===== config.mk =====
export PLATFORM = sky130hd
export DESIGN_NAME = sat_divider
export DESIGN_NICKNAME = d
export VERILOG_FILES = /design/src/rtl/sdiv_pkg.sv /design/src/rtl/sdiv_operand_prep.sv /design/src/rtl/sdiv_core.sv /design/src/rtl/sdiv_saturate.sv /design/src/rtl/sat_divider.sv
export SDC_FILE = /design/constraint.sdc
export NUM_CORES = 1
export LEC_CHECK = 0
export BUFFER_PORTS_ARGS = -buffer_cell sky130_fd_sc_hd__buf_2
export CAP_MARGIN = 0
export CELL_PAD_IN_SITES_DETAIL_PLACEMENT = 0
export CELL_PAD_IN_SITES_GLOBAL_PLACEMENT = 2
export CORE_ASPECT_RATIO = 0.5
export CORE_MARGIN = 8
export CORE_UTILIZATION = 35
export CTS_CLUSTER_DIAMETER = 30
export CTS_CLUSTER_SIZE = 20
export DETAILED_ROUTE_END_ITERATION = 8
export GPL_TIMING_DRIVEN = 0
export PLACE_DENSITY_LB_ADDON = 0.1
export SYNTH_ARGS = -nofsm -noshare
export SYNTH_HDL_FRONTEND = slang
export SYNTH_SLANG_ARGS = --single-unit

===== constraint.sdc =====
create_clock -name clk -period 8.05 [get_ports clk]
set_input_delay 2.415 -clock clk [delete_from_list [all_inputs] [get_ports clk]]
set_output_delay 2.415 -clock clk [all_outputs]
set_load 0.05 [all_outputs]

===== src/rtl/sdiv_pkg.sv =====
package sdiv_pkg;
  typedef enum logic [1:0] {
    ST_IDLE = 2'd0,
    ST_RUN  = 2'd1,
    ST_FIN  = 2'd2
  } sdiv_state_e;
endpackage


===== src/rtl/sdiv_operand_prep.sv =====
module sdiv_operand_prep #(
  parameter int DATA_W = 32,
  parameter int IMM_W  = 13
) (
  input  logic                  signed_i,
  input  logic                  imm_sel_i,
  input  logic [DATA_W-1:0]     hi_word_i,
  input  logic [DATA_W-1:0]     opa_i,
  input  logic [DATA_W-1:0]     opb_i,
  input  logic [IMM_W-1:0]      imm_i,
  output logic [2*DATA_W-1:0]   dvd_mag_o,
  output logic [DATA_W-1:0]     dvs_mag_o,
  output logic                  neg_o,
  output logic                  zero_o
);
  localparam int DVD_W = 2 * DATA_W;
  localparam int EXT_W = DATA_W - IMM_W;

  logic [DVD_W-1:0]  dvd;
  logic [DATA_W-1:0] dvs;
  logic              dvd_neg;
  logic              dvs_neg;

  always_comb begin
    dvd = {hi_word_i, opa_i};
    if (imm_sel_i) dvs = {{EXT_W{imm_i[IMM_W-1]}}, imm_i};
    else           dvs = opb_i;
    dvd_neg   = signed_i & dvd[DVD_W-1];
    dvs_neg   = signed_i & dvs[DATA_W-1];
    dvd_mag_o = dvd_neg ? (~dvd + DVD_W'(1)) : dvd;
    dvs_mag_o = dvs_neg ? (~dvs + DATA_W'(1)) : dvs;
    neg_o     = dvd_neg ^ dvs_neg;
    zero_o    = (dvs == '0);
  end
endmodule


===== src/rtl/sdiv_core.sv =====
module sdiv_core #(
  parameter int DVD_W = 64,
  parameter int DVS_W = 32,
  parameter int STEPS = 1
) (
  input  logic             clk,
  input  logic             rst_n,
  input  logic             load_i,
  input  logic             step_i,
  input  logic [DVD_W-1:0] dividend_i,
  input  logic [DVS_W-1:0] divisor_i,
  output logic [DVD_W-1:0] quot_o
);
  logic [DVS_W-1:0] rem_q, rem_d;
  logic [DVS_W-1:0] dvs_q, dvs_d;
  logic [DVD_W-1:0] quo_q, quo_d;

  logic [DVS_W-1:0] rem_s [0:STEPS];
  logic [DVD_W-1:0] quo_s [0:STEPS];

  assign rem_s[0] = rem_q;
  assign quo_s[0] = quo_q;

  // One restoring step per stage; STEPS stages are chained per clock.
  for (genvar g = 0; g < STEPS; g++) begin : g_stage
    logic [DVS_W:0] shifted;
    logic [DVS_W:0] trial;
    assign shifted      = {rem_s[g], quo_s[g][DVD_W-1]};
    assign trial        = shifted - {1'b0, dvs_q};
    assign rem_s[g+1]   = trial[DVS_W] ? shifted[DVS_W-1:0] : trial[DVS_W-1:0];
    assign quo_s[g+1]   = {quo_s[g][DVD_W-2:0], ~trial[DVS_W]};
  end

  always_comb begin
    rem_d = rem_q;
    quo_d = quo_q;
    dvs_d = dvs_q;
    if (load_i) begin
      rem_d = '0;
      quo_d = dividend_i;
      dvs_d = divisor_i;
    end else if (step_i) begin
      rem_d = rem_s[STEPS];
      quo_d = quo_s[STEPS];
    end
  end

  always_ff @(posedge clk or negedge rst_n) begin
    if (!rst_n) begin
      rem_q <= '0;
      quo_q <= '0;
      dvs_q <= '0;
    end else begin
      rem_q <= rem_d;
      quo_q <= quo_d;
      dvs_q <= dvs_d;
    end
  end

  assign quot_o = quo_q;

  // Partial remainder stays below the divisor for every quotient bit.
  p_rem_below_dvs_r3: assert property (@(posedge clk) disable iff (!rst_n)
    (dvs_q != '0) |-> (rem_q < dvs_q));
endmodule


===== src/rtl/sdiv_saturate.sv =====
module sdiv_saturate #(
  parameter int DATA_W = 32
) (
  input  logic [2*DATA_W-1:0] quot_mag_i,
  input  logic                signed_i,
  input  logic                neg_i,
  output logic [2*DATA_W-1:0] result_o,
  output logic                sat_o
);
  localparam int RES_W = 2 * DATA_W;
  localparam logic [RES_W-1:0] U_MAX = {{DATA_W{1'b0}}, {DATA_W{1'b1}}};
  localparam logic [RES_W-1:0] P_MAX = {{(DATA_W+1){1'b0}}, {(DATA_W-1){1'b1}}};
  localparam logic [RES_W-1:0] N_MIN = {{(DATA_W+1){1'b1}}, {(DATA_W-1){1'b0}}};
  localparam logic [RES_W-1:0] N_LIM = RES_W'(1) << (DATA_W - 1);

  always_comb begin
    result_o = quot_mag_i;
    sat_o    = 1'b0;
    if (!signed_i) begin
      if (quot_mag_i[RES_W-1:DATA_W] != '0) begin
        result_o = U_MAX;
        sat_o    = 1'b1;
      end
    end else if (neg_i) begin
      if (quot_mag_i > N_LIM) begin
        result_o = N_MIN;
        sat_o    = 1'b1;
      end else begin
        result_o = ~quot_mag_i + RES_W'(1);
      end
    end else if (quot_mag_i > P_MAX) begin
      result_o = P_MAX;
      sat_o    = 1'b1;
    end
  end
endmodule


===== src/rtl/sat_divider.sv =====
module sat_divider #(
  parameter int DATA_W        = 32,
  parameter int IMM_W         = 13,
  parameter int STEPS_PER_CLK = 1
) (
  input  logic                clk,
  input  logic                rst_n,
  input  logic                start_i,
  input  logic                signed_i,
  input  logic                imm_sel_i,
  input  logic [DATA_W-1:0]   hi_word_i,
  input  logic [DATA_W-1:0]   opa_i,
  input  logic [DATA_W-1:0]   opb_i,
  input  logic [IMM_W-1:0]    imm_i,
  output logic                busy_o,
  output logic                done_o,
  output logic [2*DATA_W-1:0] result_o,
  output logic                ovf_o,
  output logic                carry_o,
  output logic                dbz_o
);
  import sdiv_pkg::*;

  localparam int DVD_W = 2 * DATA_W;
  localparam int ITER  = DVD_W / STEPS_PER_CLK;
  localparam int CNT_W = (ITER > 1) ? $clog2(ITER) : 1;
  localparam logic [CNT_W-1:0] CNT_LAST = CNT_W'(ITER - 1);
  localparam logic [DVD_W-1:0] P_MAX = {{(DATA_W+1){1'b0}}, {(DATA_W-1){1'b1}}};
  localparam logic [DVD_W-1:0] N_MIN = {{(DATA_W+1){1'b1}}, {(DATA_W-1){1'b0}}};
  localparam logic [DVD_W-1:0] U_MAX = {{DATA_W{1'b0}}, {DATA_W{1'b1}}};

  // Reset: asserted asynchronously, released on the clock.
  logic [1:0] rst_sync_q;
  logic       rst_n_int;
  always_ff @(posedge clk or negedge rst_n) begin
    if (!rst_n) rst_sync_q <= 2'b00;
    else        rst_sync_q <= {rst_sync_q[0], 1'b1};
  end
  assign rst_n_int = rst_sync_q[1];

  // Operand conditioning
  logic [DVD_W-1:0]  dvd_mag;
  logic [DATA_W-1:0] dvs_mag;
  logic              op_neg;
  logic              op_zero;

  sdiv_operand_prep #(.DATA_W(DATA_W), .IMM_W(IMM_W)) u_prep (
    .signed_i  (signed_i),
    .imm_sel_i (imm_sel_i),
    .hi_word_i (hi_word_i),
    .opa_i     (opa_i),
    .opb_i     (opb_i),
    .imm_i     (imm_i),
    .dvd_mag_o (dvd_mag),
    .dvs_mag_o (dvs_mag),
    .neg_o     (op_neg),
    .zero_o    (op_zero)
  );

  // Control state
  sdiv_state_e      state_q, state_d;
  logic [CNT_W-1:0] cnt_q, cnt_d;
  logic             sgn_q, sgn_d;
  logic             neg_q, neg_d;
  logic             zero_q, zero_d;
  logic             accept;
  logic             core_load;
  logic             core_step;

  assign accept    = (state_q == ST_IDLE) && start_i;
  assign core_load = accept && !op_zero;
  assign core_step = (state_q == ST_RUN);

  always_comb begin
    state_d = state_q;
    cnt_d   = cnt_q;
    sgn_d   = sgn_q;
    neg_d   = neg_q;
    zero_d  = zero_q;
    unique case (state_q)
      ST_IDLE: begin
        if (accept) begin
          sgn_d   = signed_i;
          neg_d   = op_neg;
          zero_d  = op_zero;
          cnt_d   = '0;
          state_d = op_zero ? ST_FIN : ST_RUN;
        end
      end
      ST_RUN: begin
        cnt_d = cnt_q + CNT_W'(1);
        if (cnt_q == CNT_LAST) state_d = ST_FIN;
      end
      ST_FIN:  state_d = ST_IDLE;
      default: state_d = ST_IDLE;
    endcase
  end

  always_ff @(posedge clk or negedge rst_n_int) begin
    if (!rst_n_int) begin
      state_q <= ST_IDLE;
      cnt_q   <= '0;
      sgn_q   <= 1'b0;
      neg_q   <= 1'b0;
      zero_q  <= 1'b0;
    end else begin
      state_q <= state_d;
      cnt_q   <= cnt_d;
      sgn_q   <= sgn_d;
      neg_q   <= neg_d;
      zero_q  <= zero_d;
    end
  end

  // Iterative engine
  logic [DVD_W-1:0] quot_mag;

  sdiv_core #(.DVD_W(DVD_W), .DVS_W(DATA_W), .STEPS(STEPS_PER_CLK)) u_core (
    .clk        (clk),
    .rst_n      (rst_n_int),
    .load_i     (core_load),
    .step_i     (core_step),
    .dividend_i (dvd_mag),
    .divisor_i  (dvs_mag),
    .quot_o     (quot_mag)
  );

  // Sign fix-up and clamping
  logic [DVD_W-1:0] fixed_res;
  logic             fixed_sat;

  sdiv_saturate #(.DATA_W(DATA_W)) u_sat (
    .quot_mag_i (quot_mag),
    .signed_i   (sgn_q),
    .neg_i      (neg_q),
    .result_o   (fixed_res),
    .sat_o      (fixed_sat)
  );

  // Output registers, written only in the finishing cycle
  logic             fin_en;
  logic             done_d, done_q;
  logic [DVD_W-1:0] res_d, res_q;
  logic             ovf_d, ovf_q;
  logic             dbz_d, dbz_q;

  assign fin_en = (state_q == ST_FIN);

  always_comb begin
    done_d = fin_en;
    res_d  = res_q;
    ovf_d  = ovf_q;
    dbz_d  = dbz_q;
    if (fin_en) begin
      dbz_d = zero_q;
      if (zero_q) begin
        ovf_d = 1'b0;
      end else begin
        res_d = fixed_res;
        ovf_d = fixed_sat;
      end
    end
  end

  always_ff @(posedge clk or negedge rst_n_int) begin
    if (!rst_n_int) begin
      done_q <= 1'b0;
      res_q  <= '0;
      ovf_q  <= 1'b0;
      dbz_q  <= 1'b0;
    end else begin
      done_q <= done_d;
      res_q  <= res_d;
      ovf_q  <= ovf_d;
      dbz_q  <= dbz_d;
    end
  end

  assign busy_o   = (state_q != ST_IDLE);
  assign done_o   = done_q;
  assign result_o = res_q;
  assign ovf_o    = ovf_q;
  assign dbz_o    = dbz_q;
  assign carry_o  = 1'b0;  // division never produces a carry

  // Assertions
  p_accept_busy_r10: assert property (@(posedge clk) disable iff (!rst_n_int)
    (!busy_o && start_i) |=> busy_o);

  p_done_pulse_r10: assert property (@(posedge clk) disable iff (!rst_n_int)
    done_o |=> !done_o);

  p_done_idle_r10: assert property (@(posedge clk) disable iff (!rst_n_int)
    done_o |-> !busy_o);

  p_start_ignored_r11: assert property (@(posedge clk) disable iff (!rst_n_int)
    busy_o |=> ($stable(sgn_q) && $stable(neg_q) && $stable(zero_q)));

  p_dbz_hold_r8: assert property (@(posedge clk) disable iff (!rst_n_int)
    (done_o && dbz_o) |-> ($stable(result_o) && !ovf_o));

  p_no_overflow_r4: assert property (@(posedge clk) disable iff (!rst_n_int)
    (done_o && !dbz_o && ovf_o && !sgn_q) |-> (result_o == U_MAX));

  p_sgn_clamp_r6: assert property (@(posedge clk) disable iff (!rst_n_int)
    (done_o && !dbz_o && ovf_o && sgn_q) |-> ((result_o == P_MAX) || (result_o == N_MIN)));
endmodule


==> results of run 1 <==
-- through the flow --
| step | setup slack [ps] | cell area [um2] | utilization, % | total power [mW] |
|---|---|---|---|---|
| final | 516 | 16400 | 43.8 | 5.97 |
| after global routing | 112 | 16400 | 43.8 | 6.41 |
| after CTS | 198 | 16400 | 43.8 | 6.02 |
| after detailed placement | -360 | 15000 | 40.0 | 4.19 |
| after global placement | -690 | 14900 | 39.7 | 4.14 |
| after floorplan | 1710 | 13400 | - | 3.51 |
-- path summary, 6_finish.rpt --
path	from	end	slack (ps)	depth (start not counted)
worst max-delay path	imm_sel_i	u_core.quot_o[2]	520	15
worst min-delay path	rst_sync_q[1]	u_core.rem_q[26]	310	0
worst max register to register	u_core.quot_o[63]	u_core.rem_q[13]	3390	14
worst min register to register	rst_sync_q[1]	u_core.rem_q[26]	310	0
max in group asynchronous	rst_n	rst_sync_q[1]	6270	1
min in group clk	rst_sync_q[0]	rst_sync_q[1]	350	0
-- layer usage --
metal | wire, um | track usage (%)
met5 | 0 | 0
met4 | 1030 | 5.78
met3 | 2280 | 3.70
met2 | 22300 | 33.2
met1 | 20900 | 26.2
-- worst max-delay path, stage by stage --
cell,delay (ps)
buf_2,200
buf_1,460
clkbuf_1,500
clkbuf_2,400
clkbuf_1,430
mux2i_1,380
ha_1,260
o221ai_1,200
or2_2,380
nor3b_2,590
a31o_2,370
clkbuf_1,470
buf_2,400
buf_2,310
o221ai_1,140
-- state kept, by name, summed over array words and instances (netlist names) --
register       flops
result_o          64
u_core.quot_o     64
u_core.dvs_q      32
u_core.rem_q      32
cnt_q              6
rst_sync_q         2
state_q            2
dbz_o              1
done_o             1
neg_q              1
ovf_o              1
sgn_q              1
zero_q             1
-- power groups by stage --
| stage | logic [mW] | clock network [mW] | registers (mW) |
|---|---|---|---|
| 3_5_place_dp | 2.46 | 0 | 1.74 |
| 6_report | 2.46 | 1.78 | 1.73 |
| 5_1_grt | 2.76 | 1.88 | 1.78 |
| 3_3_place_gp | 2.40 | 0 | 1.74 |
| 2_1_floorplan | 1.89 | 0 | 1.62 |
| 4_1_cts | 2.47 | 1.83 | 1.72 |
-- logic make-up after synthesis --
| family | count (synthesis) | synth area share (%) |
|---|---|---|
| AOI/OAI and AO/OA | 493 | 23.4 |
| xor gates and xnor gates | 116 | 7.58 |
| adders and majority gates | 37 | 3.51 |
| buffers and inverters | 152 | 4.45 |
| DFF | 208 | 38.8 |
| muxes | 42 | 3.19 |
| other | 2 | 0.0560 |
| and+or+nand+nor | 520 | 18.9 |
-- layout by cell type, fill, tap and decap left out, types with 9 or more instances in the layout --
cell type,synthesis,final
or2_2,13,13
a31oi_1,30,30
buf_2,18,198
a211oi_1,9,9
a21o_1,38,38
and3_1,11,11
nor2_1,129,129
nor4_1,22,22
xor2_1,55,55
o31ai_1,15,15
a21oi_1,90,90
o21ai_0,153,153
nor3_1,55,55
a221o_1,20,20
or3_1,13,13
ha_1,36,36
clkbuf_16,0,40
dfrtp_1,208,207
a22oi_1,46,46
nand3_1,34,34
mux2i_1,36,36
nand2_1,161,161
inv_1,57,57
xnor2_1,61,61
nand4_1,9,9
nor3b_1,16,16
o21ai_1,21,21
or4_1,10,10
clkbuf_1,71,72
and2_1,10,10
-- cell type report --
class                           instances  share of cell area, %
Inverter                               58                   1.32
Buffer                                 94                   2.32
Clock inverter                         28                   2.34
Sequential cell                       208                   31.7
Clock buffer                           45                   6.38
Antenna cell                            2                 0.0304
Timing Repair Buffer                  183                   5.98
Multi-Input combinational cell       1210                   46.2
Tap cell                              494                   3.76
-- timing repair --
action,in CTS,in global routing
endpoints found under the setup margin,0,28
endpoints found under the hold margin,0,0
gates resized for setup,0,3
==> results.sh, run 1 <==
export IMPL_vias=12800
export IMPL_yosys_warnings=0
export IMPL_syn_nets=1721
export IMPL_netlist_instances=1570
export IMPL_async_flop_share_pct=100
export IMPL_fin_cells=2322
export IMPL_grt_ovfl_total=0
export IMPL_gp_congestion=0.852
export IMPL_synth_top_area_share_pct=38.8
export IMPL_ys_flop_type="dfrtp_1"
export IMPL_max_slew_worst_pin_slew_ps=1010
export IMPL_drive_above_1_share_pct=17.0
export IMPL_num_io_pins=183
export IMPL_maxCapViolCount=0
export IMPL_route_detailed_drc=0
export IMPL_p_comb_share_pct=41.2
export IMPL_hold_violations=0
export IMPL_post_dp_hpwl_um=36000
export IMPL_grt_pass1_wl_um=72800
export IMPL_die_height_um=154
export IMPL_avgSynthCellArea_um2=8.54
export IMPL_grt_max_degree=60
export IMPL_syn2layout_area_growth_pct=22.7
export IMPL_start_kind="input port"
export IMPL_setup_viol=0
export IMPL_wl_um=46600
export IMPL_endpoint_kind="flip-flop"
export IMPL_rsz0062_at_grt="false"
export IMPL_post_cts_setup_buffers=0
export IMPL_portBuffers=180
export IMPL_grt_pass1_vias=12800
export IMPL_crit_required_ps=8450
export IMPL_fillerInstances=3754
export IMPL_maxSlewViolCount=0
export IMPL_hold_buffers=0
export IMPL_synth_top_area_cell="dfrtp_1"
export IMPL_clock_root_buffer="clkbuf_16"
export IMPL_power_density_mw_per_mm2=363
export IMPL_multiInputGateArea_mm2=0.00760
export IMPL_fin_skew_ps=40.5
export IMPL_yosysUniqueCellTypes=76
export IMPL_cts_buffer_depth=3
export IMPL_cts_tree="built"
export IMPL_pwr_share_seq_pct=29.0
export IMPL_start_util_pct=35.7
export IMPL_post_drt_via_cell_ratio=5.53
export IMPL_max_vdd_ir_drop_mv=0.189
export IMPL_period_share_pct=93.6
export IMPL_grt_antenna_before_repair=2
export IMPL_core_area_mm2=0.0375
export IMPL_p_sw_mw=2.37
export IMPL_numCtsBuffers=40
export IMPL_nNetsFinal=1946
export IMPL_track_usage_pct=19.9
export IMPL_drt_iter0_drc=902
export IMPL_clockPowerShare_pct=29.8
export IMPL_cts_sinks=208
export IMPL_final_seq_area_mm2=0.00521
export IMPL_status="completed"
export IMPL_synth_seq_cells=208
export IMPL_worstSetupPathType="in2reg"
export IMPL_clkLatencyLatePin_ps=550
export IMPL_p_int_mw=3.60
export IMPL_ys_seq_area_share_pct=38.8
export IMPL_holdWs_ps=313
export IMPL_synth_most_common_cell="dfrtp_1"
export IMPL_maxSlewHeadroom_pct=30.9
export IMPL_syn_area_mm2=0.0134
export IMPL_crit_fanout=10
export IMPL_finalSetupTns_ps=0
export IMPL_crit_arrival_ps=7930
export IMPL_hold_class="reg2async"
export IMPL_p_sw_share_pct=39.6
export IMPL_p_leak_nw=7.28
export IMPL_cts_max_level=2
export IMPL_drt_pass1_iter_count=5
export IMPL_drtAntennaViolNets=0
export IMPL_die_area_mm2=0.0452
export IMPL_finalCriticalPeriod_ps=7530
export IMPL_rows=50
export IMPL_synthTopCellsByCount="208 x dfrtp_1, 161 x nand2_1, 153 x o21ai_0"
export IMPL_yosys_top_cells_area="dfrtp_1 39%, o21ai_0 5.7%, nand2_1 4.5%"
export IMPL_fmax_mhz=133
export IMPL_synth_edf_count=0
export IMPL_die_w_um=293
export IMPL_wl_per_cell_um=20.1
export IMPL_placed_cells=2247
export IMPL_cts_clk_slew_worst_paths_ps=60
Power figures use the tool's default switching activity.
==> inputs of run 2 (changes only) <==
--- a/config.mk
+++ b/config.mk
@@ -9,7 +9,7 @@
 export CAP_MARGIN = 0
 export CELL_PAD_IN_SITES_DETAIL_PLACEMENT = 0
 export CELL_PAD_IN_SITES_GLOBAL_PLACEMENT = 2
-export CORE_ASPECT_RATIO = 0.5
+export CORE_ASPECT_RATIO = 1.4
 export CORE_MARGIN = 8
 export CORE_UTILIZATION = 35
 export CTS_CLUSTER_DIAMETER = 30
==> run 2 against run 1 <==
Clock skew decreased by 17 ps. First-iteration DRC count decreased by 25%. Via count decreased by 1.7%. Flip-flop and latch count unchanged. Wire length increased by 1.9%. Power increased by 5.9%. Highest routed layer unchanged.
==> results.sh, run 2 (synthesis results as in run 1) <==
export IMPL_placed_cells=2231
export IMPL_status="completed"
export IMPL_finalSetupTns_ps=0
export IMPL_cts_max_level=2
export IMPL_crit_arrival_ps=8110
export IMPL_power_mw=6.32
export IMPL_wl_per_cell_um=20.4
export IMPL_setup_viol=0
export IMPL_grt_ovfl_total=0
export IMPL_grt_pass1_wl_um=74500
export IMPL_die_w_um=181
export IMPL_maxSlewViolCount=0
export IMPL_clkLatencyLatePin_ps=580
export IMPL_final_cell_mix="207 x dfrtp_1, 198 x buf_2, 161 x nand2_1, 153 x o21ai_0, 129 x nor2_1"
export IMPL_cts_clk_slew_worst_paths_ps=50
export IMPL_syn2layout_area_growth_pct=25.3
export IMPL_track_usage_pct=20.8
export IMPL_final_seq_area_mm2=0.00521
export IMPL_core_area_mm2=0.0381
export IMPL_wl_um=47500
export IMPL_final_common_cell="dfrtp_1"
export IMPL_finalCriticalPeriod_ps=7630
export IMPL_drt_iter0_drc=676
export IMPL_start_util_pct=35.2
export IMPL_rsz0062_at_grt="false"
export IMPL_gp_congestion=0.943
export IMPL_max_vdd_ir_drop_mv=0.192
export IMPL_numCtsBuffers=50
export IMPL_die_height_um=248
export IMPL_hold_violations=0
export IMPL_max_slew_worst_pin_slew_ps=884
export IMPL_vias=12600
export IMPL_drt_pass1_iter_count=5
export IMPL_fmax_mhz=131
export IMPL_fin_skew_ps=23.9
export IMPL_rows=85
export IMPL_design_area_mm2=0.0168
export IMPL_crit_start="imm_sel_i"
export IMPL_holdWs_ps=164
export IMPL_cts_tree="built"
export IMPL_fin_cells=2321
export IMPL_maxCapViolCount=0
export IMPL_post_dp_hpwl_um=37300
export IMPL_period_share_pct=94.8
export IMPL_clock_root_buffer="clkbuf_16"
export IMPL_endpoint_kind="flip-flop"
export IMPL_start_kind="input port"
export IMPL_grt_antenna_before_repair=1
export IMPL_crit_required_ps=8530
export IMPL_worstSetupPathType="in2reg"
export IMPL_route_detailed_drc=0
export IMPL_crit_fanout=10
export IMPL_setup_ws_ps=419
export IMPL_power_density_mw_per_mm2=376
export IMPL_multiInputGateArea_mm2=0.00760
export IMPL_die_area_mm2=0.0449
export IMPL_place_area_mm2=0.0150
export IMPL_r2r_start="u_core.quot_o[63]"
export IMPL_antenna_cells=0
export IMPL_grt_pass1_vias=13100
export IMPL_maxSlewHeadroom_pct=41.1
export IMPL_hold_class="reg2async"
export IMPL_fillerInstances=3935
export IMPL_cts_buffer_depth=3
export IMPL_num_io_pins=183
export IMPL_portBuffers=180
export IMPL_drtAntennaViolNets=0
export IMPL_grt_max_degree=68
export IMPL_p_leak_nw=7.46
export IMPL_final_core_util_pct=44.1
export IMPL_drive_above_1_share_pct=17.5
export IMPL_nNetsFinal=1956
export IMPL_dpl_worst_slack_ps=-388
export IMPL_post_drt_via_cell_ratio=5.44
export IMPL_cts_sinks=208
## run 2: cell types whose count changed in the layout (fill, tap and decap cells not counted), moves of 2 or more
| cell | before | now |
|---|---|---|
| inv_8 | 4 | 0 |
| bufinv_16 | 6 | 8 |
| clkinv_16 | 0 | 3 |
| clkbuf_8 | 3 | 6 |
| inv_6 | 3 | 1 |
| clkinv_2 | 4 | 7 |
| clkbuf_1 | 72 | 76 |
| clkbuf_16 | 40 | 50 |
| clkinv_8 | 3 | 0 |
| diode_2 | 2 | 0 |
## run 2: area by class of cell
type / count / area share, %
Sequential cell: 208 / 31.0
Inverter: 58 / 1.30
Multi-Input combinational cell: 1210 / 45.3
Clock inverter: 28 / 2.66
Clock buffer: 62 / 8.08
Buffer: 94 / 2.26
Tap cell: 478 / 3.56
Timing Repair Buffer: 183 / 5.86
## run 2: worst paths after layout
check                                    endpoint  slack [ps]  depth (start not counted)
min in group clk                    rst_sync_q[1]         350                          0
worst max register to register   u_core.rem_q[14]        3820                         14
worst max-delay path             u_core.dvs_q[24]         420                         16
worst min-delay path            u_core.quot_o[47]         160                          0
max in group asynchronous           rst_sync_q[1]        6310                          1
worst min register to register  u_core.quot_o[47]         160                          0
## run 2: power breakdown
| part | switching, mW | internal (mW) |
|---|---|---|
| registers | 0.346 | 1.38 |
| clock network | 0.670 | 1.45 |
| logic | 1.40 | 1.07 |
## run 2: repair_timing
| item | 4_1_cts | 5_1_grt |
|---|---|---|
| hold buffers | 0 | 0 |
| gates resized for setup | 0 | 3 |
| endpoints found under the setup margin | 0 | 37 |
| buffers inserted | 0 | 0 |
## run 2: worst max-delay path, stage by stage
cell and delay (ps):
buf_2 200, buf_1 460, clkbuf_1 440, buf_1 570
clkbuf_1 480, mux2i_1 460, ha_1 280, o221ai_1 190
or2_2 390, nor3b_4 490, a31o_2 300, clkbuf_1 530
buf_2 370, buf_2 320, nand2_1 130, o21ai_0 90
## run 2: routing by layer
| layer | vias to the layer above | GRT usage, % | part of all wire (%) |
|---|---|---|---|
| met5 | - | 0 | 0 |
| met1 | 6032 | 23.2 | 40 |
| met2 | 315 | 39.0 | 52 |
| met4 | 0 | 8.22 | 3.5 |
| met3 | 89 | 3.53 | 4.3 |
| li1 | 6180 | - | - |
==> inputs of run 3 (changes only) <==
--- a/config.mk
+++ b/config.mk
@@ -5,13 +5,14 @@
 export SDC_FILE = /design/constraint.sdc
 export NUM_CORES = 1
 export LEC_CHECK = 0
+export ABC_AREA = 1
 export BUFFER_PORTS_ARGS = -buffer_cell sky130_fd_sc_hd__buf_2
 export CAP_MARGIN = 0
 export CELL_PAD_IN_SITES_DETAIL_PLACEMENT = 0
 export CELL_PAD_IN_SITES_GLOBAL_PLACEMENT = 2
 export CORE_ASPECT_RATIO = 1.4
 export CORE_MARGIN = 8
-export CORE_UTILIZATION = 35
+export CORE_UTILIZATION = 32
 export CTS_CLUSTER_DIAMETER = 30
 export CTS_CLUSTER_SIZE = 20
 export DETAILED_ROUTE_END_ITERATION = 8
==> run 3 against run 2 <==
Sequential power grew 3%. Synthesized cell count increased by 71%. Utilization down 4.5 points. Register-to-register slack improved by 610 ps. Die area up 31%. Clock power increased by 6%. Global-route usage increased by 2.5 points. Clock skew is 14 ps higher. Critical path type unchanged. Critical endpoint is now u_core.quot_o[51].
==> results.sh, run 3 <==
export IMPL_grt_antenna_before_repair=0
export IMPL_final_cell_mix="1,040 x nand2_1, 342 x inv_1, 295 x nor2_1, 224 x nand3_1, 207 x dfrtp_1"
export IMPL_max_slew_worst_pin_slew_ps=1040
export IMPL_drt_pass1_iter_count=5
export IMPL_post_drt_via_cell_ratio=4.89
export IMPL_yosys_warnings=0
export IMPL_grt_ovfl_total=0
export IMPL_timing_rr_end="u_core.rem_q[15]"
export IMPL_synth_top_area_cell="dfrtp_1"
export IMPL_r2r_start="u_core.quot_o[63]"
export IMPL_yosysUniqueCellTypes=45
export IMPL_avgSynthCellArea_um2=6.11
export IMPL_maxSlewViolCount=0
export IMPL_max_vdd_ir_drop_mv=0.170
export IMPL_endpoint_kind="flip-flop"
export IMPL_grt_max_degree=67
export IMPL_start_util_pct=32.3
export IMPL_cts_buffer_depth=3
export IMPL_hold_buffers=0
export IMPL_status="completed"
export IMPL_synthTopCellsByCount="1,040 x nand2_1, 342 x inv_1, 295 x nor2_1"
export IMPL_post_dp_hpwl_um=57100
export IMPL_final_core_util_pct=39.6
export IMPL_rsz0062_at_grt="false"
export IMPL_cts_tree="built"
export IMPL_maxCapViolCount=0
export IMPL_crit_fanout=10
export IMPL_syn_area_mm2=0.0164
export IMPL_core_area_mm2=0.0509
export IMPL_antenna_cells=0
export IMPL_path_cells="buf_6, buf_2, or2_2, o21ai_2, ha_1, nand2_1, nor2_1, nand2_1, nor2_2, nand2_2, nand2_4, nand2_2, inv_2, buf_2, nand2_1, o211ai_1"
export IMPL_dpl_worst_slack_ps=2730
export IMPL_crit_arrival_ps=5230
export IMPL_syn_nets=2839
export IMPL_setup_ws_ps=3310
export IMPL_grt_pass1_vias=18300
export IMPL_die_height_um=284
export IMPL_fin_cells=3622
export IMPL_period_share_pct=58.9
export IMPL_worstSetupPathType="in2reg"
export IMPL_cts_resized_gates=0
export IMPL_power_density_mw_per_mm2=415
export IMPL_cts_max_level=2
export IMPL_cts_sinks=208
export IMPL_cp_slowest_stage_delay_ps=410
export IMPL_syn2layout_area_growth_pct=22.7
export IMPL_placed_cells=3521
export IMPL_hold_class="reg2async"
export IMPL_portBuffers=180
export IMPL_numCtsBuffers=54
export IMPL_p_leak_nw=10.7
export IMPL_grt_pass1_wl_um=108000
export IMPL_die_w_um=208
export IMPL_fillerInstances=5655
export IMPL_hold_violations=0
export IMPL_regToRegSetupSlack_ps=4430
export IMPL_synth_top_family_by_area="simple AND/OR/NAND/NOR gates"
export IMPL_cts_clk_slew_worst_paths_ps=50
export IMPL_die_area_mm2=0.0590
export IMPL_nNetsFinal=3078
export IMPL_synthSimpleGateAreaFrac_pct=41.7
export IMPL_crit_required_ps=8530
export IMPL_rows=98
export IMPL_rr_worst_depth=17
export IMPL_post_cts_setup_buffers=0
export IMPL_synth_mux_area_share_pct=0
export IMPL_wl_per_cell_um=19.3
export IMPL_netlist_instances=2688
export IMPL_synth_edf_count=0
export IMPL_vias=17700
export IMPL_async_flop_share_pct=100
export IMPL_synth_top_area_share_pct=31.7
export IMPL_setup_viol=0
export IMPL_synth_xor_area_share_pct=4.64
export IMPL_crit_slowest_cell="buf_2"
export IMPL_yosys_top_cells_area="dfrtp_1 32%, nand2_1 24%, inv_1 7.8%"
export IMPL_gp_congestion=0.913
export IMPL_crit_top_cell="nand2_1"
export IMPL_start_kind="input port"
export IMPL_ys_seq_area_share_pct=31.7
export IMPL_final_common_cell="nand2_1"
export IMPL_track_usage_pct=23.4
export IMPL_fin_skew_ps=37.6
export IMPL_drtAntennaViolNets=0
export IMPL_synth_adder_area_share_pct=2.86
export IMPL_clkLatencyLatePin_ps=590
export IMPL_clock_root_buffer="clkbuf_16"
export IMPL_finalCriticalPeriod_ps=4740
export IMPL_drive_above_1_share_pct=12.0
export IMPL_num_io_pins=183
export IMPL_synth_seq_cells=208
export IMPL_synth_most_common_cell="nand2_1"
export IMPL_drt_iter0_drc=1085
export IMPL_synth_compound_area_share_pct=8.34
export IMPL_maxSlewHeadroom_pct=30.0
export IMPL_power_mw=8.36
export IMPL_fmax_mhz=211
export IMPL_route_detailed_drc=0
export IMPL_wl_um=69800
export IMPL_ys_flop_type="dfrtp_1"
-- run 3: power by group --
group	internal [mW]	switching, mW
Clock	1.53	0.715
Sequential	1.44	0.337
Combinational	1.39	2.95
-- run 3: cell families (layout without fill, tap and decap cells) --
logic type | after synthesis | in the layout
other | 2 | 2
AOI/OAI and AO/OA | 242 | 242
buffers and inverters | 438 | 722
xor gates and xnor gates | 87 | 87
DFF | 208 | 208
and+or+nand+nor | 1674 | 1674
adders and majority gates | 37 | 37
-- run 3: final cells by class --
class / count / area, um2 / area share, %
buffer: 86 / 438 / 2.17
clock buffer: 64 / 1510 / 7.49
clock inverter: 37 / 427 / 2.12
inverter: 352 / 1320 / 6.56
multi-input combinational: 2042 / 9470 / 46.9
sequential: 208 / 5210 / 25.8
tap: 650 / 813 / 4.03
timing repair buffer: 183 / 983 / 4.88
-- run 3: critical path: cells and delay by family --
family	cells	cell delay [ps]
AO/OA/AOI/OAI	2	200
adder cells (fa/ha/maj)	1	260
buffers and inverters	4	920
AND/OR/NAND/NOR	9	1410
-- run 3: per-stage QoR --
stage | TNS (ps) | cell area, um2 | hold WS (ps)
final | 0 | 20200 | 192
after global routing | 0 | 20200 | 211
after CTS | 0 | 20200 | 203
after detailed placement | 0 | 18200 | 201
after global placement | -189690 | 18100 | 337
after floorplan | 0 | 16400 | 331
-- run 3: layer usage --
| metal | track usage, % | wire length [um] |
|---|---|---|
| met1 | 25.0 | 27000 |
| met2 | 45.6 | 37300 |
| met3 | 2.90 | 2560 |
| met4 | 9.42 | 2900 |
| met5 | 0 | 0 |
-- run 3: worst max path at each step --
stage,startpoint,to,cells after the start
finish,imm_sel_i,u_core.quot_o[51],16
global placement,rst_sync_q[1],u_core.quot_o[41],0
floorplan,rst_sync_q[1],cnt_q[0],0
detailed placement,imm_sel_i,u_core.quot_o[51],16
CTS,imm_sel_i,u_core.quot_o[51],16
global route,imm_sel_i,u_core.quot_o[51],16
